## src/rtl/tmr_pkg.sv

```systemverilog
package tmr_pkg;

    // clear-source codes held in each channel's control field
    typedef enum logic [2:0] {
        CLR_NONE  = 3'b000,
        CLR_MATCH = 3'b001
    } clr_sel_e;

    // register code in the low two address bits
    typedef enum logic [1:0] {
        REG_CTL = 2'd0,
        REG_CNT = 2'd1,
        REG_CMP = 2'd2,
        REG_STS = 2'd3
    } reg_sel_e;

    localparam int STS_OVF_BIT = 0;
    localparam int STS_MAT_BIT = 1;
    localparam int CSEL_W      = 3;

endpackage

```

## src/rtl/tmr_regs.sv

```systemverilog
module tmr_regs
    import tmr_pkg::*;
#(
    parameter int NCH    = 3,
    parameter int CNT_W  = 16,
    parameter int ADDR_W = 4
) (
    input  logic                            clk,
    input  logic                            rst_n,
    input  logic                            wr_en,
    input  logic [ADDR_W-1:0]               wr_addr,
    input  logic [CNT_W-1:0]                wr_data,
    input  logic [ADDR_W-1:0]               rd_addr,
    input  logic [NCH-1:0][CSEL_W-1:0]      csel_i,
    input  logic [NCH-1:0][CNT_W-1:0]       cnt_i,
    input  logic [NCH-1:0][CNT_W-1:0]       cmp_i,
    input  logic [NCH-1:0]                  ovf_i,
    input  logic [NCH-1:0]                  mat_i,
    output logic [NCH-1:0]                  run_o,
    output logic [NCH-1:0]                  wr_ctl_o,
    output logic [NCH-1:0]                  wr_cnt_o,
    output logic [NCH-1:0]                  wr_cmp_o,
    output logic [NCH-1:0]                  wr_sts_o,
    output logic [CNT_W-1:0]                rd_data
);

    localparam int CH_W = ADDR_W - 2;

    typedef struct packed {
        logic [NCH-1:0] run;
    } regs_state_t;

    regs_state_t cur_q, nxt_d;

    logic [CH_W-1:0] wr_chan, rd_chan;
    reg_sel_e        wr_sel, rd_sel;
    logic            run_wr;

    assign wr_chan = wr_addr[ADDR_W-1:2];
    assign wr_sel  = reg_sel_e'(wr_addr[1:0]);
    assign rd_chan = rd_addr[ADDR_W-1:2];
    assign rd_sel  = reg_sel_e'(rd_addr[1:0]);
    assign run_wr  = wr_en && (wr_chan == CH_W'(NCH)) && (wr_sel == REG_CTL);

    // per-channel write strobes
    for (genvar g = 0; g < NCH; g++) begin : g_dec
        logic hit;
        assign hit         = wr_en && (wr_chan == CH_W'(g));
        assign wr_ctl_o[g] = hit && (wr_sel == REG_CTL);
        assign wr_cnt_o[g] = hit && (wr_sel == REG_CNT);
        assign wr_cmp_o[g] = hit && (wr_sel == REG_CMP);
        assign wr_sts_o[g] = hit && (wr_sel == REG_STS);
    end

    always_comb begin
        nxt_d = cur_q;
        if (run_wr) begin
            nxt_d.run = wr_data[NCH-1:0];
        end
    end

    always_ff @(posedge clk or negedge rst_n) begin
        if (!rst_n) begin
            cur_q <= '0;
        end else begin
            cur_q <= nxt_d;
        end
    end

    assign run_o = cur_q.run;

    // read multiplexer
    always_comb begin
        rd_data = '0;
        if (rd_chan == CH_W'(NCH)) begin
            if (rd_sel == REG_CTL) begin
                rd_data[NCH-1:0] = cur_q.run;
            end
        end else begin
            for (int i = 0; i < NCH; i++) begin
                if (rd_chan == CH_W'(i)) begin
                    case (rd_sel)
                        REG_CTL: rd_data[CSEL_W-1:0] = csel_i[i];
                        REG_CNT: rd_data = cnt_i[i];
                        REG_CMP: rd_data = cmp_i[i];
                        default: begin
                            rd_data[STS_OVF_BIT] = ovf_i[i];
                            rd_data[STS_MAT_BIT] = mat_i[i];
                        end
                    endcase
                end
            end
        end
    end


    run_hold_chk: assert property (@(posedge clk) disable iff (!rst_n)
        !run_wr |=> $stable(run_o));

endmodule

```

## src/rtl/tmr_chan.sv

```systemverilog
module tmr_chan
    import tmr_pkg::*;
#(
    parameter int CNT_W = 16
) (
    input  logic                clk,
    input  logic                rst_n,
    input  logic                run_i,
    input  logic                tick_i,
    input  logic                wr_ctl_i,
    input  logic                wr_cnt_i,
    input  logic                wr_cmp_i,
    input  logic                wr_sts_i,
    input  logic [CNT_W-1:0]    wr_data_i,
    output logic [CSEL_W-1:0]   csel_o,
    output logic [CNT_W-1:0]    cnt_o,
    output logic [CNT_W-1:0]    cmp_o,
    output logic                ovf_o,
    output logic                mat_o
);

    localparam logic [CNT_W-1:0] CNT_TOP = '1;

    typedef struct packed {
        logic [CSEL_W-1:0] csel;
        logic [CNT_W-1:0]  cnt;
        logic [CNT_W-1:0]  cmp;
        logic              ovf;
        logic              mat;
    } chan_state_t;

    chan_state_t cur_q, nxt_d;

    logic adv, clr_mode, hit, wrap_clr, ovf_ev, mat_ev, ovf_clr, mat_clr;

    always_comb begin
        adv      = run_i && tick_i;
        clr_mode = (cur_q.csel == CLR_MATCH);
        hit      = (cur_q.cnt == cur_q.cmp);
        wrap_clr = clr_mode && hit;
        ovf_ev   = adv && !wrap_clr && (cur_q.cnt == CNT_TOP);
        mat_ev   = adv && hit;
        ovf_clr  = wr_sts_i && !wr_data_i[STS_OVF_BIT];
        mat_clr  = wr_sts_i && !wr_data_i[STS_MAT_BIT];

        nxt_d = cur_q;
        if (wr_ctl_i) begin
            nxt_d.csel = wr_data_i[CSEL_W-1:0];
        end
        if (wr_cmp_i) begin
            nxt_d.cmp = wr_data_i;
        end
        if (adv) begin
            nxt_d.cnt = wrap_clr ? '0 : cur_q.cnt + 1'b1;
        end else if (wr_cnt_i && !run_i) begin
            nxt_d.cnt = wr_data_i;
        end
        nxt_d.ovf = (cur_q.ovf && !ovf_clr) || ovf_ev;
        nxt_d.mat = (cur_q.mat && !mat_clr) || mat_ev;
    end

    always_ff @(posedge clk or negedge rst_n) begin
        if (!rst_n) begin
            cur_q.csel <= CLR_NONE;
            cur_q.cnt  <= '0;
            cur_q.cmp  <= CNT_TOP;
            cur_q.ovf  <= 1'b0;
            cur_q.mat  <= 1'b0;
        end else begin
            cur_q <= nxt_d;
        end
    end

    assign csel_o = cur_q.csel;
    assign cnt_o  = cur_q.cnt;
    assign cmp_o  = cur_q.cmp;
    assign ovf_o  = cur_q.ovf;
    assign mat_o  = cur_q.mat;


    cnt_run_wr_chk: assert property (@(posedge clk) disable iff (!rst_n)
        (run_i && !tick_i) |=> $stable(cnt_o));


    cnt_stop_chk: assert property (@(posedge clk) disable iff (!rst_n)
        (!run_i && !wr_cnt_i) |=> $stable(cnt_o));


    ovf_wrap_chk: assert property (@(posedge clk) disable iff (!rst_n)
        (run_i && tick_i && csel_o != CLR_MATCH && cnt_o == CNT_TOP)
        |=> (ovf_o && cnt_o == '0));


    per_clear_chk: assert property (@(posedge clk) disable iff (!rst_n)
        (run_i && tick_i && csel_o == CLR_MATCH && cnt_o == cmp_o)
        |=> (cnt_o == '0 && mat_o));


    per_no_ovf_chk: assert property (@(posedge clk) disable iff (!rst_n)
        (!ovf_o && run_i && tick_i && csel_o == CLR_MATCH && cnt_o == cmp_o)
        |=> !ovf_o);


    mat_sticky_chk: assert property (@(posedge clk) disable iff (!rst_n)
        (mat_o && !(wr_sts_i && !wr_data_i[STS_MAT_BIT])) |=> mat_o);


    mat_set_win_chk: assert property (@(posedge clk) disable iff (!rst_n)
        (run_i && tick_i && cnt_o == cmp_o) |=> mat_o);

endmodule

```

## src/rtl/multi_tmr.sv

```systemverilog
module multi_tmr
    import tmr_pkg::*;
#(
    parameter int NCH   = 3,
    parameter int CNT_W = 16,
    localparam int ADDR_W = $clog2(NCH + 1) + 2
) (
    input  logic              clk,
    input  logic              rst_n,
    input  logic              tick,
    input  logic              wr_en,
    input  logic [ADDR_W-1:0] wr_addr,
    input  logic [CNT_W-1:0]  wr_data,
    input  logic [ADDR_W-1:0] rd_addr,
    output logic [CNT_W-1:0]  rd_data
);

    logic [NCH-1:0][CSEL_W-1:0] csel_w;
    logic [NCH-1:0][CNT_W-1:0]  cnt_w;
    logic [NCH-1:0][CNT_W-1:0]  cmp_w;
    logic [NCH-1:0]             ovf_w, mat_w, run_w;
    logic [NCH-1:0]             wr_ctl_w, wr_cnt_w, wr_cmp_w, wr_sts_w;

    tmr_regs #(
        .NCH    (NCH),
        .CNT_W  (CNT_W),
        .ADDR_W (ADDR_W)
    ) u_regs (
        .clk      (clk),
        .rst_n    (rst_n),
        .wr_en    (wr_en),
        .wr_addr  (wr_addr),
        .wr_data  (wr_data),
        .rd_addr  (rd_addr),
        .csel_i   (csel_w),
        .cnt_i    (cnt_w),
        .cmp_i    (cmp_w),
        .ovf_i    (ovf_w),
        .mat_i    (mat_w),
        .run_o    (run_w),
        .wr_ctl_o (wr_ctl_w),
        .wr_cnt_o (wr_cnt_w),
        .wr_cmp_o (wr_cmp_w),
        .wr_sts_o (wr_sts_w),
        .rd_data  (rd_data)
    );

    for (genvar g = 0; g < NCH; g++) begin : g_ch
        tmr_chan #(
            .CNT_W (CNT_W)
        ) u_chan (
            .clk       (clk),
            .rst_n     (rst_n),
            .run_i     (run_w[g]),
            .tick_i    (tick),
            .wr_ctl_i  (wr_ctl_w[g]),
            .wr_cnt_i  (wr_cnt_w[g]),
            .wr_cmp_i  (wr_cmp_w[g]),
            .wr_sts_i  (wr_sts_w[g]),
            .wr_data_i (wr_data),
            .csel_o    (csel_w[g]),
            .cnt_o     (cnt_w[g]),
            .cmp_o     (cmp_w[g]),
            .ovf_o     (ovf_w[g]),
            .mat_o     (mat_w[g])
        );
    end

endmodule

```

## config.mk

```make
export PLATFORM = sky130hd
export DESIGN_NAME = multi_tmr
export DESIGN_NICKNAME = d
export VERILOG_FILES = /design/src/rtl/tmr_pkg.sv /design/src/rtl/tmr_regs.sv /design/src/rtl/tmr_chan.sv /design/src/rtl/multi_tmr.sv
export SDC_FILE = /design/constraint.sdc
export NUM_CORES = 1
export LEC_CHECK = 0
export ABC_AREA = 1
export BUFFER_PORTS_ARGS = -buffer_cell sky130_fd_sc_hd__buf_2
export CAP_MARGIN = 20
export CORE_MARGIN = 5
export CORE_UTILIZATION = 45
export CTS_CLUSTER_SIZE = 30
export DETAILED_ROUTE_END_ITERATION = 12
export SETUP_SLACK_MARGIN = 0.15
export SLEW_MARGIN = 20
export SYNTH_ARGS = -nofsm -noshare
export SYNTH_HDL_FRONTEND = slang
export SYNTH_SLANG_ARGS = --single-unit
```

## constraint.sdc

```tcl
create_clock -name clk -period 2.4 [get_ports clk]
set_clock_uncertainty 0.05 [all_clocks]
set_input_delay 0.12 -clock clk [delete_from_list [all_inputs] [get_ports clk]]
set_output_delay 0.12 -clock clk [all_outputs]
set_load 0.02 [all_outputs]
```

==> results.md, run 1 <==
- Status: complete, no violations
- Clk sinks: 114
- Starting Density: about 46%
- Synth async-reset ratio: 100.0%
- Die ar.: 20400 um^2
- Die X: 142.8 um
- Synth Net Count: 1208
- GPL Wtd Cong: 0.9574
- Nets: 1268
- Skew-Pair Late Insertion Delay: 0.42 ns
- Final hold vios: 0
- Headroom to the max-slew limit: 58.67%
- Total congestion overflow: 0
- Pins over their slew limit: 0
- Post-synth top flop: dfrtp_1
- Total leakage power: ~4.5 nW
- Worst path required time: between 2 and 2.5 ns
- WHS Endpoint: g_ch[0].u_chan.mat_o
- Synth top area share: 20.80%
- Largest net degree at the start of global routing: 43
- Setup total negative slack: 0 ns
- Cell row count: 48
- Core Area: 17300 um^2
- Synth cell types: 38
- Residual DRC count: 0
- Post-Synthesis Cells: roughly 1.2k
- Post-synth top area cell: dfrtp_1
- Syn avg cell area: 6.768 um^2
- CTS tree: yes
- Vias per inst: 5.494
- Wire per inst: roughly 18 um
- IO Pins: 44
- Mapped cell area: 7939 um^2
- Root Driver: clkbuf_16
- Mux share of post-synthesis cell area: 0%
- Fraction of layout cells with a size suffix above 1: around 16%
- Maximum clock path buffer count: 2
- Crit path arrival time: 1.87 ns
- Worst-path maximum fanout: 5
- RR Endpoint: g_ch[0].u_chan.cnt_o[9]
- Flops & latches, synth: between 100 and 150
- Startpoint types: register
- Post-synthesis xor/xnor area fraction: 2.537%
- Min-delay src: wr_addr[2]
- Seq/Total Area, Yosys: 36.69%
- Post-DP HPWL: about 19000 um
- DR iter-0 viols: 737
- VDD IR-drop max: 581.6 uV
- Origin of the critical flop-to-flop path: u_regs.run_o[0]
- Largest family of logic cells by synthesized area: simple AND/OR/NAND/NOR gates
- Worst slew pin tran: 0.6162 ns
- DIE HEIGHT: between 100 and 150 um
- PwrDens: between 1000 and 1500 nW/um^2
- Setup-failing EPs final: 0
- Max frequency: roughly 490 MHz
- CTS clock-pin slew for the worst setup and hold paths: 0.06 ns
- Top post-synthesis cells by area: dfrtp_1 21%, dfstp_2 16%, nand2_1 16%
- Synth Area in Simple Gates: 32.66%
- Adder-Cell Fraction of Synth Area: about 1.1%
- WHS Path Cells: 5
- PortBufs: 43
- Total power: 9.314 mW
- First-pass GRT wire length: around 42000 um
- Number of diodes: 0
- Synth cell count leaders: 332 x nand2_1, 138 x inv_1, 99 x nor2_1, 96 x o21ai_0
- Total Wirelength: 26290 um
- Worst R2R Path Depth: 6
- Vias in the first global route: ~7.6k
- Area delta synth->final: 16.04%
- Syn. warnings: 0
- Worst min path class: in -> reg
- Crit share post-route: 85.13%
- CP Class: reg -> out
- Count leader, synth: nand2_1
- Max H-tree Level: 4
- Via count: 8081
- Initial antenna violation count: 0
- Detail Route Antenna Nets: 0
- Total CTS buffers: 17
- Synth Area in Compound Gates: 16.83%
- R2R Setup Slk: roughly 0.46 ns
- Post-synth EDFFs: 0
- Crit end category: primary output
- Unrepaired setup endpoints after global routing: false
- Pre-antenna DRT Iters: 5
- Total of max-cap violations: 0
- Final min period: just over 2 ns
- Post-cts sizing count: 0
- Total GRT Usage: 26.38%
-- metal layers --
layer | vias to the layer above | share of wire, % | track usage [%]
met2 | 286 | 45 | 40.48
met3 | 42 | 7.4 | 5.191
met1 | 3801 | 46 | 37.89
li1 | 3952 | - | -
met4 | 0 | 2.0 | 7.704
met5 | - | 0 | 0
-- cell families after synthesis --
family                     Yosys count
buffers and inverters              200
AOI/OAI and AO/OA                  239
xor gates and xnor gates            23
DFF                                114
and+or+nand+nor                    590
adders and majority gates            7
-- layout make-up --
| type | instances | area [um^2] |
|---|---|---|
| Tap cell | 225 | 281.5 |
| Clock inverter | 9 | 127.6 |
| Sequential cell | 114 | 2913 |
| Clock buffer | 23 | 488.0 |
| Multi-Input combinational cell | 859 | 4224 |
| Timing Repair Buffer | 76 | 558.0 |
| Fill cell | 1730 | 8084 |
| Inverter | 165 | 620.6 |
-- state kept, by name, indices dropped and copies added (netlist names) --
name	flops
g_ch.u_chan.cmp_o	48
g_ch.u_chan.cnt_o	48
g_ch.u_chan.csel_o	9
g_ch.u_chan.mat_o	3
g_ch.u_chan.ovf_o	3
u_regs.run_o	3
-- how the worst max path moves through the flow --
stage                                   from                        to  slack (ns)  depth (start not counted)
floorplan            g_ch[0].u_chan.cmp_o[0]      g_ch[0].u_chan.ovf_o        0.87                         10
global placement     g_ch[0].u_chan.cnt_o[7]  g_ch[0].u_chan.cnt_o[12]        0.48                          9
detailed placement                rd_addr[1]                rd_data[3]        0.44                         11
CTS                 g_ch[1].u_chan.cnt_o[13]               rd_data[13]        0.38                          7
global route        g_ch[1].u_chan.cnt_o[13]               rd_data[13]        0.28                          7
finish              g_ch[1].u_chan.cnt_o[13]               rd_data[13]        0.36                          7
-- worst max-delay path, cell delays in order, from the launching register on --
cell	delay, ns
dfrtp_1	0.44
inv_1	0.14
o22ai_1	0.31
nand2_1	0.08
nand2_1	0.07
o2111ai_1	0.15
inv_1	0.09
buf_2	0.16
-- layout by cell type, fill, tap and decap left out, types with 7 or more instances in the layout --
cell type,n
inv_2,23
dfrtp_1,66
inv_1,138
ha_1,7
nand4_1,12
buf_4,13
xor2_1,23
clkbuf_16,17
o21ai_0,96
nand3_1,86
o221ai_1,15
nand3_2,9
dfstp_2,48
nand2_1,332
buf_2,42
o22ai_1,28
a21oi_1,86
nor2_1,99
nor2_2,12
nor3_1,19
dlygate4sd3_1,17
-- metrics by stage --
stage	cell area (um^2)	setup WS, ns	cells	hold WS, ns	util (%)
after floorplan	7939	0.8713	1173	-0.2256	-
after global placement	8427	0.4833	1422	0.07821	48.72
after detailed placement	8427	0.4421	1422	0.08188	48.72
after CTS	9213	0.3766	1471	0.08464	53.26
after global routing	9213	0.2770	1471	0.1184	53.26
final	9213	0.3569	1471	0.08854	53.26
-- repair_timing --
item	CTS	global route
hold buffers	17	0
buffers inserted	0	0
hold endpoints to repair	70	0
-- power by group --
group	switching (mW)	total, mW	internal (mW)
Clock	0.954	2.69	1.74
Sequential	0.732	3.34	2.61
Combinational	2.16	3.28	1.13
Note: power is estimated with default switching activity, not from simulation.
==> run 2: changes to the inputs <==
--- a/config.mk
+++ b/config.mk
@@ -9,9 +9,11 @@
 export BUFFER_PORTS_ARGS = -buffer_cell sky130_fd_sc_hd__buf_2
 export CAP_MARGIN = 20
 export CORE_MARGIN = 5
-export CORE_UTILIZATION = 45
+export CORE_UTILIZATION = 58
 export CTS_CLUSTER_SIZE = 30
 export DETAILED_ROUTE_END_ITERATION = 12
+export PLACE_DENSITY = 0.76
+export REMOVE_ABC_BUFFERS = 1
 export SETUP_SLACK_MARGIN = 0.15
 export SLEW_MARGIN = 20
 export SYNTH_ARGS = -nofsm -noshare
==> run 2 against run 1 <==
- via count is 1.9% higher
- total power shrank 0.54%
- design area fell by 1.0%
- first-iteration DRC count grew 25%
- sequential share of layout area is 0.33 points higher
- core utilization increased by 15 points
- register-to-register slack lost 0.03 ns
- critical path depth grew 3
- largest power group is now combinational cells
==> results.md, run 2 (synthesis results as in run 1) <==
- Slowest cell on crit path: clkinv_1
- Worst-path maximum fanout: 36 (+31)
- CTS tree: yes
- Post-Route Hold Slack: 0.1044 ns (+0.01584 ns)
- Clk sinks: 114 (unchanged)
- Status: complete, no violations
- Worst slew pin tran: 0.7033 ns (+0.08715 ns)
- DR iter-0 viols: 920 (+25%)
- Startpoint types: input pin
- Worst min path class: in -> reg
- Crit end category: primary output
- GPL Wtd Cong: 0.9901 (+3.4%)
- Total congestion overflow: 0 (unchanged)
- Detail Route Antenna Nets: 0 (unchanged)
- Commonest non-fill, non-tap cell in the layout: nand2_1
- Int Pwr: 5.416 mW (-1.0%)
- Largest net degree at the start of global routing: 49 (+14%)
- Vias per inst: 5.798 (+5.5%)
- Area delta synth->final: 14.85%
- Max frequency: 491.6 MHz (+0.45%)
- Nets: 1266 (-0.16%)
- Sequential share of power: 35.7% (about the same)
- Total of max-cap violations: 0 (unchanged)
- Setup total negative slack: 0 ns (unchanged)
- Worst path bufs/invs: 5 (+2)
- Crit share post-route: 84.75% (-0.38 points)
- Cell row count: 42 (-13%)
- Fillers: 1213 (-30%)
- Pins over their slew limit: 0 (unchanged)
- Cell mode on critical path: buf_2
- Clock share of power: 28.1% (-0.8 points)
- PortBufs: 43 (unchanged)
- Skew-Pair Late Insertion Delay: 0.42 ns (about the same)
- Total leakage power: 4.449 nW (-0.14%)
- Via count: 8233 (+1.9%)
- DIE HEIGHT: 127.0 um (-11%)
- Residual DRC count: 0 (unchanged)
- Final hold vios: 0 (unchanged)
- Post-DP HPWL: 17890 um (-8.0%)
- Unrepaired setup endpoints after global routing: false
- Max H-tree Level: 4 (unchanged)
- Root Driver: clkbuf_16
- Fraction of layout cells with a size suffix above 1: 16.08% (+0.026 points)
- Starting Density: 59.48% (+14 points)
- Wire per inst: 17.63 um (-1.3%)
- IO Pins: 44 (unchanged)
- PwrDens: 1016 nW/um^2 (+0.50%)
- Crit path arrival time: 1.86 ns (about the same)
- VDD IR-drop max: 746.2 uV (+28%)
- Die X: 127.0 um (-11%)
- Headroom to the max-slew limit: 52.94% (-5.7 points)
- Total GRT Usage: 31.53% (+5.2 points)
- Setup Buffers After CTS: 0 (unchanged)
- Family with the most delay on the worst path: buffers and inverters
- Vias in the first global route: 7566 (-0.46%)
- CP Cell Sequence: buf_2 > inv_1 > ha_1 > clkinv_1 > buf_12 > o22ai_1 > nand2_1 > a21oi_1 > a21o_1 > buf_2
- Post-cts sizing count: 0 (unchanged)
- First-pass GRT wire length: 40140 um (-3.9%)
- Setup-failing EPs final: 0 (unchanged)
- Most frequent cells in the layout: 332 x nand2_1, 138 x inv_1, 99 x nor2_1, 96 x o21ai_0
- Worst path required time: 2.23 ns (about the same)
- Final min period: 2.034 ns (-0.009096 ns)
- Total Wirelength: 25040 um (-4.8%)
- Maximum clock path buffer count: 2 (unchanged)
- Switching Fraction: 41.54% (+0.30 points)
- Gate power share: 36.1% (+0.8 points)
- CTS clock-pin slew for the worst setup and hold paths: 0.06 ns (about the same)
- Initial antenna violation count: 0 (unchanged)
- CP max stage delay: 0.35 ns (-0.09 ns)
- Pre-antenna DRT Iters: 6 (+1)
- Core Area: 13350 um^2 (-23%)
- Number of diodes: 0 (unchanged)
- Sw Pwr: 3.848 mW (+0.19%)
- Total CTS buffers: 17 (unchanged)
- CP Class: in -> out
- Die ar.: 16130 um^2 (-21%)
[run 2: layout make-up]
type	count	area [um^2]	area share, %
well taps	176	220.2	2.415
clock inverters	9	101.3	1.112
flip-flops and latches	114	2913	31.95
clock buffers	23	508.0	5.572
multi-input cells	859	4224	46.33
inverters	165	620.6	6.807
repair buffers	74	530.5	5.819
[run 2: worst paths after layout]
kind	from	to	slack [ns]	cells past startpoint
min in group asynchronous	rst_n	g_ch[2].u_chan.csel_o[1]	0.20	2
max	rd_addr[0]	rd_data[6]	0.37	10
max reg2reg	g_ch[0].u_chan.cmp_o[10]	g_ch[0].u_chan.cnt_o[8]	0.43	9
min	wr_en	u_regs.run_o[2]	0.10	3
max in group asynchronous	rst_n	g_ch[2].u_chan.cmp_o[10]	1.31	3
min reg2reg	g_ch[1].u_chan.csel_o[0]	g_ch[1].u_chan.csel_o[0]	0.44	2
[run 2: per-stage QoR]
| step | cells | worst slack [ns] | power (mW) | utilization, % | cell area (um^2) |
|---|---|---|---|---|---|
| finish | 1420 | 0.3660 | 9.264 | 68.31 | 9117 |
| global route | 1420 | 0.1715 | 9.887 | 68.31 | 9117 |
| CTS | 1420 | 0.4112 | 9.193 | 68.31 | 9117 |
| detailed placement | 1371 | 0.4089 | 6.510 | 62.47 | 8338 |
| global placement | 1371 | 0.4666 | 6.476 | 62.47 | 8338 |
| floorplan | 1138 | 0.3286 | 5.533 | - | 7751 |
[run 2: power groups by stage]
stage                     Sequential, mW  Combinational (mW)  Clock [mW]
after global routing                3.40                3.76        2.72
after CTS                           3.29                3.28        2.62
after floorplan                     3.11                2.42           0
after detailed placement            3.29                3.22           0
after global placement              3.30                3.18           0
final                               3.31                3.35        2.61
[run 2: timing repair]
item / in CTS / in global routing
hold endpoints to repair: 68 / 0
hold buffers: 17 / 0
setup endpoints to repair: 0 / 0
[run 2: tightest hold or removal path: stages]
cell	delay, ns
buf_2	0.12
nand4_1	0.19
o21ai_0	0.10
[run 2: per-layer routing]
metal / routed length, um / GRT usage (%) / up-vias
met5: 0 / 0 / -
met4: 614 / 9.085 / 0
met3: 2556 / 8.097 / 45
met2: 11200 / 48.13 / 432
met1: 10670 / 44.63 / 3808
li1: - / - / 3948
==> run 3: changes to the inputs <==
==> constraint.sdc (replaced) <==
create_clock -name clk -period 1.89 [get_ports clk]
set_clock_uncertainty 0.05 [all_clocks]
set_input_delay 0.0945 -clock clk [delete_from_list [all_inputs] [get_ports clk]]
set_output_delay 0.0945 -clock clk [all_outputs]
set_load 0.02 [all_outputs]
==> run 3 against run 2 <==
- flip-flop and latch count did not move
- total power grew 46%
- first-iteration DRC count is 12% higher
- worst setup slack got worse by 0.34 ns
- combinational power up 64%
- sequential power grew 27%
- worst hold slack got worse by 0.047 ns
- routed wire length increased by 15%
- critical path type is now reg -> reg
- largest cell class unchanged
- largest power group unchanged
==> results.md, run 3 (synthesis results as in run 1) <==
- Core Area: 13350 um^2 (unchanged)
- Number of diodes: 0 (unchanged)
- Residual DRC count: 0 (unchanged)
- Global routing's busiest layer: met2
- Initial antenna violation count: 0 (unchanged)
- Pre-CTS setup slack: 0.1117 ns (-0.2972 ns)
- Final min period: 1.864 ns
- Worst path required time: 2.16 ns (-0.07 ns)
- DIE HEIGHT: 127.0 um (unchanged)
- Total CTS buffers: 17 (unchanged)
- Status: complete, no violations
- IO Pins: 44 (unchanged)
- Post-layout util: 78.54% (+10 points)
- Root Driver: clkbuf_16
- CP Class: reg -> reg
- GPL Wtd Cong: 0.9480 (-4.3%)
- Die X: 127.0 um (unchanged)
- Die ar.: 16130 um^2 (unchanged)
- Clk sinks: 114 (unchanged)
- Post-route cell area: 10480 um^2 (+15%)
- Commonest non-fill, non-tap cell in the layout: nand2_1
- PortBufs: 43 (unchanged)
- Total congestion overflow: 0 (unchanged)
- Headroom to the max-slew limit: 54.18% (+1.2 points)
- CTS clock-pin slew for the worst setup and hold paths: 0.06 ns (about the same)
- Fraction of layout cells with a size suffix above 1: 32.64% (+17 points)
- Max H-tree Level: 4 (unchanged)
- Critical Path Sink: g_ch[2].u_chan.cnt_o[7]
- Total leakage power: 4.878 nW (+9.6%)
- Area delta synth->final: 32.06%
- Fillers: 918 (-24%)
- Detail Route Antenna Nets: 0 (unchanged)
- Worst Slack Setup Final: 0.02649 ns (-0.3395 ns)
- Post-DP HPWL: 18050 um (+0.89%)
- DR iter-0 viols: 1027 (+12%)
- Worst-path maximum fanout: 4 (-89%)
- Via count: 9108 (+11%)
- Setup total negative slack: 0 ns (unchanged)
- Placed Instances: 1396 (+1.8%)
- Most frequent cells in the layout: 313 x nand2_1, 109 x inv_1, 91 x o21ai_0, 84 x nor2_1, 69 x a21oi_1
- R2R Setup Slk: 0.03 ns (-0.40 ns)
- First-pass GRT wire length: 41990 um (+4.6%)
- Pre-antenna DRT Iters: 5 (-1)
- Worst min path class: in -> reg
- Vias per inst: 6.162 (+6.3%)
- Total GRT Usage: 32.99% (+1.5 points)
- PwrDens: 1288 nW/um^2 (+27%)
- VDD IR-drop max: 979.0 uV (+31%)
- Non-filler cells, final: 1478 (+4.1%)
- Worst R2R Path Depth: 10 (+1)
- Max frequency: 536.6 MHz
- RR Endpoint: g_ch[2].u_chan.cnt_o[7]
- Wire per inst: 19.47 um (+10%)
- Met3 global-route usage: 7.930% (-0.17 points)
- CP startpoint: g_ch[2].u_chan.cmp_o[6]
- Worst slew pin tran: 0.6835 ns (-0.01978 ns)
- Cell row count: 42 (unchanged)
- Setup-failing EPs final: 0 (unchanged)
- Total of max-cap violations: 0 (unchanged)
- Crit share post-route: between 90% and 100%
- Startpoint types: register
- CTS tree: yes
- Total Wirelength: 28770 um (+15%)
- Nets: 1324 (+4.6%)
- DP Area: 8563 um^2 (+2.7%)
- Final hold vios: 0 (unchanged)
- Starting Density: 59.48% (unchanged)
- Vias in the first global route: 8099 (+7.0%)
- Met1 Use GR: 44.02% (-0.61 points)
- Crit path arrival time: 2.13 ns (+0.27 ns)
- Origin of the critical flop-to-flop path: g_ch[2].u_chan.cmp_o[6]
- Pins over their slew limit: 0 (unchanged)
- Crit end category: register
- Routing usage on met2: 51.59% (+3.5 points)
- Unrepaired setup endpoints after global routing: true
- Largest net degree at the start of global routing: 45 (-8.2%)
- Skew-Pair Late Insertion Delay: 0.44 ns (+0.02 ns)
- Maximum clock path buffer count: 2 (unchanged)
==> run 3: worst max-delay path: stages (launching register included) <==
cell     delay, ns
dfstp_2       0.53
inv_1         0.07
nand2_1       0.07
nand2_1       0.07
nor2_1        0.16
nand2_1       0.12
nor2_4        0.19
buf_4         0.16
nand3_4       0.10
nand3_1       0.13
a21oi_1       0.08
==> run 3: routing by layer <==
metal,vias to the layer above,routed length (um)
met3,129,3187
met4,0,1411
met2,630,13160
li1,4079,-
met5,-,0
met1,4270,11010
==> run 3: per-stage QoR <==
stage                     hold WS, ns  power (mW)
final                         0.05720       13.50
after global routing          0.08318       14.23
after CTS                     0.06063       12.54
after detailed placement      0.02916       8.376
after global placement        0.02908       8.253
after floorplan               -0.2511       7.026
==> run 3: worst min-delay path by stage <==
stage	slack, ns	cells after the start	start	end
6_report	0.06	3	wr_en	u_regs.run_o[1]
5_1_grt	0.08	3	wr_en	u_regs.run_o[1]
4_1_cts	0.06	3	wr_en	u_regs.run_o[1]
3_5_place_dp	0.03	1	rst_n	g_ch[2].u_chan.cnt_o[1]
3_3_place_gp	0.03	1	rst_n	g_ch[2].u_chan.csel_o[2]
2_1_floorplan	-0.25	0	rst_n	g_ch[0].u_chan.cnt_o[0]
==> run 3: what timing repair did <==
item	in CTS	in global routing
endpoints found under the setup margin	34	67
hold buffers	17	0
hold endpoints to repair	112	0
cloned	0	7
pin swaps	17	53
buffers inserted	14	12
gates resized for setup	57	166
==> run 3: cell type report <==
class | count | area (um^2) | area share, %
clock buffer | 22 | 484.2 | 4.619
clock inverter | 10 | 202.7 | 1.933
inverter | 165 | 624.3 | 5.955
multi-input combinational | 864 | 4932 | 47.05
sequential | 114 | 2930 | 27.95
tap | 176 | 220.2 | 2.100
timing repair buffer | 127 | 1090 | 10.40
==> run 3: report_power, final <==
| group | switching, mW | internal [mW] | total, mW |
|---|---|---|---|
| combinational | 3.52 | 1.98 | 5.50 |
| sequential | 0.850 | 3.34 | 4.19 |
| clock | 1.21 | 2.60 | 3.82 |
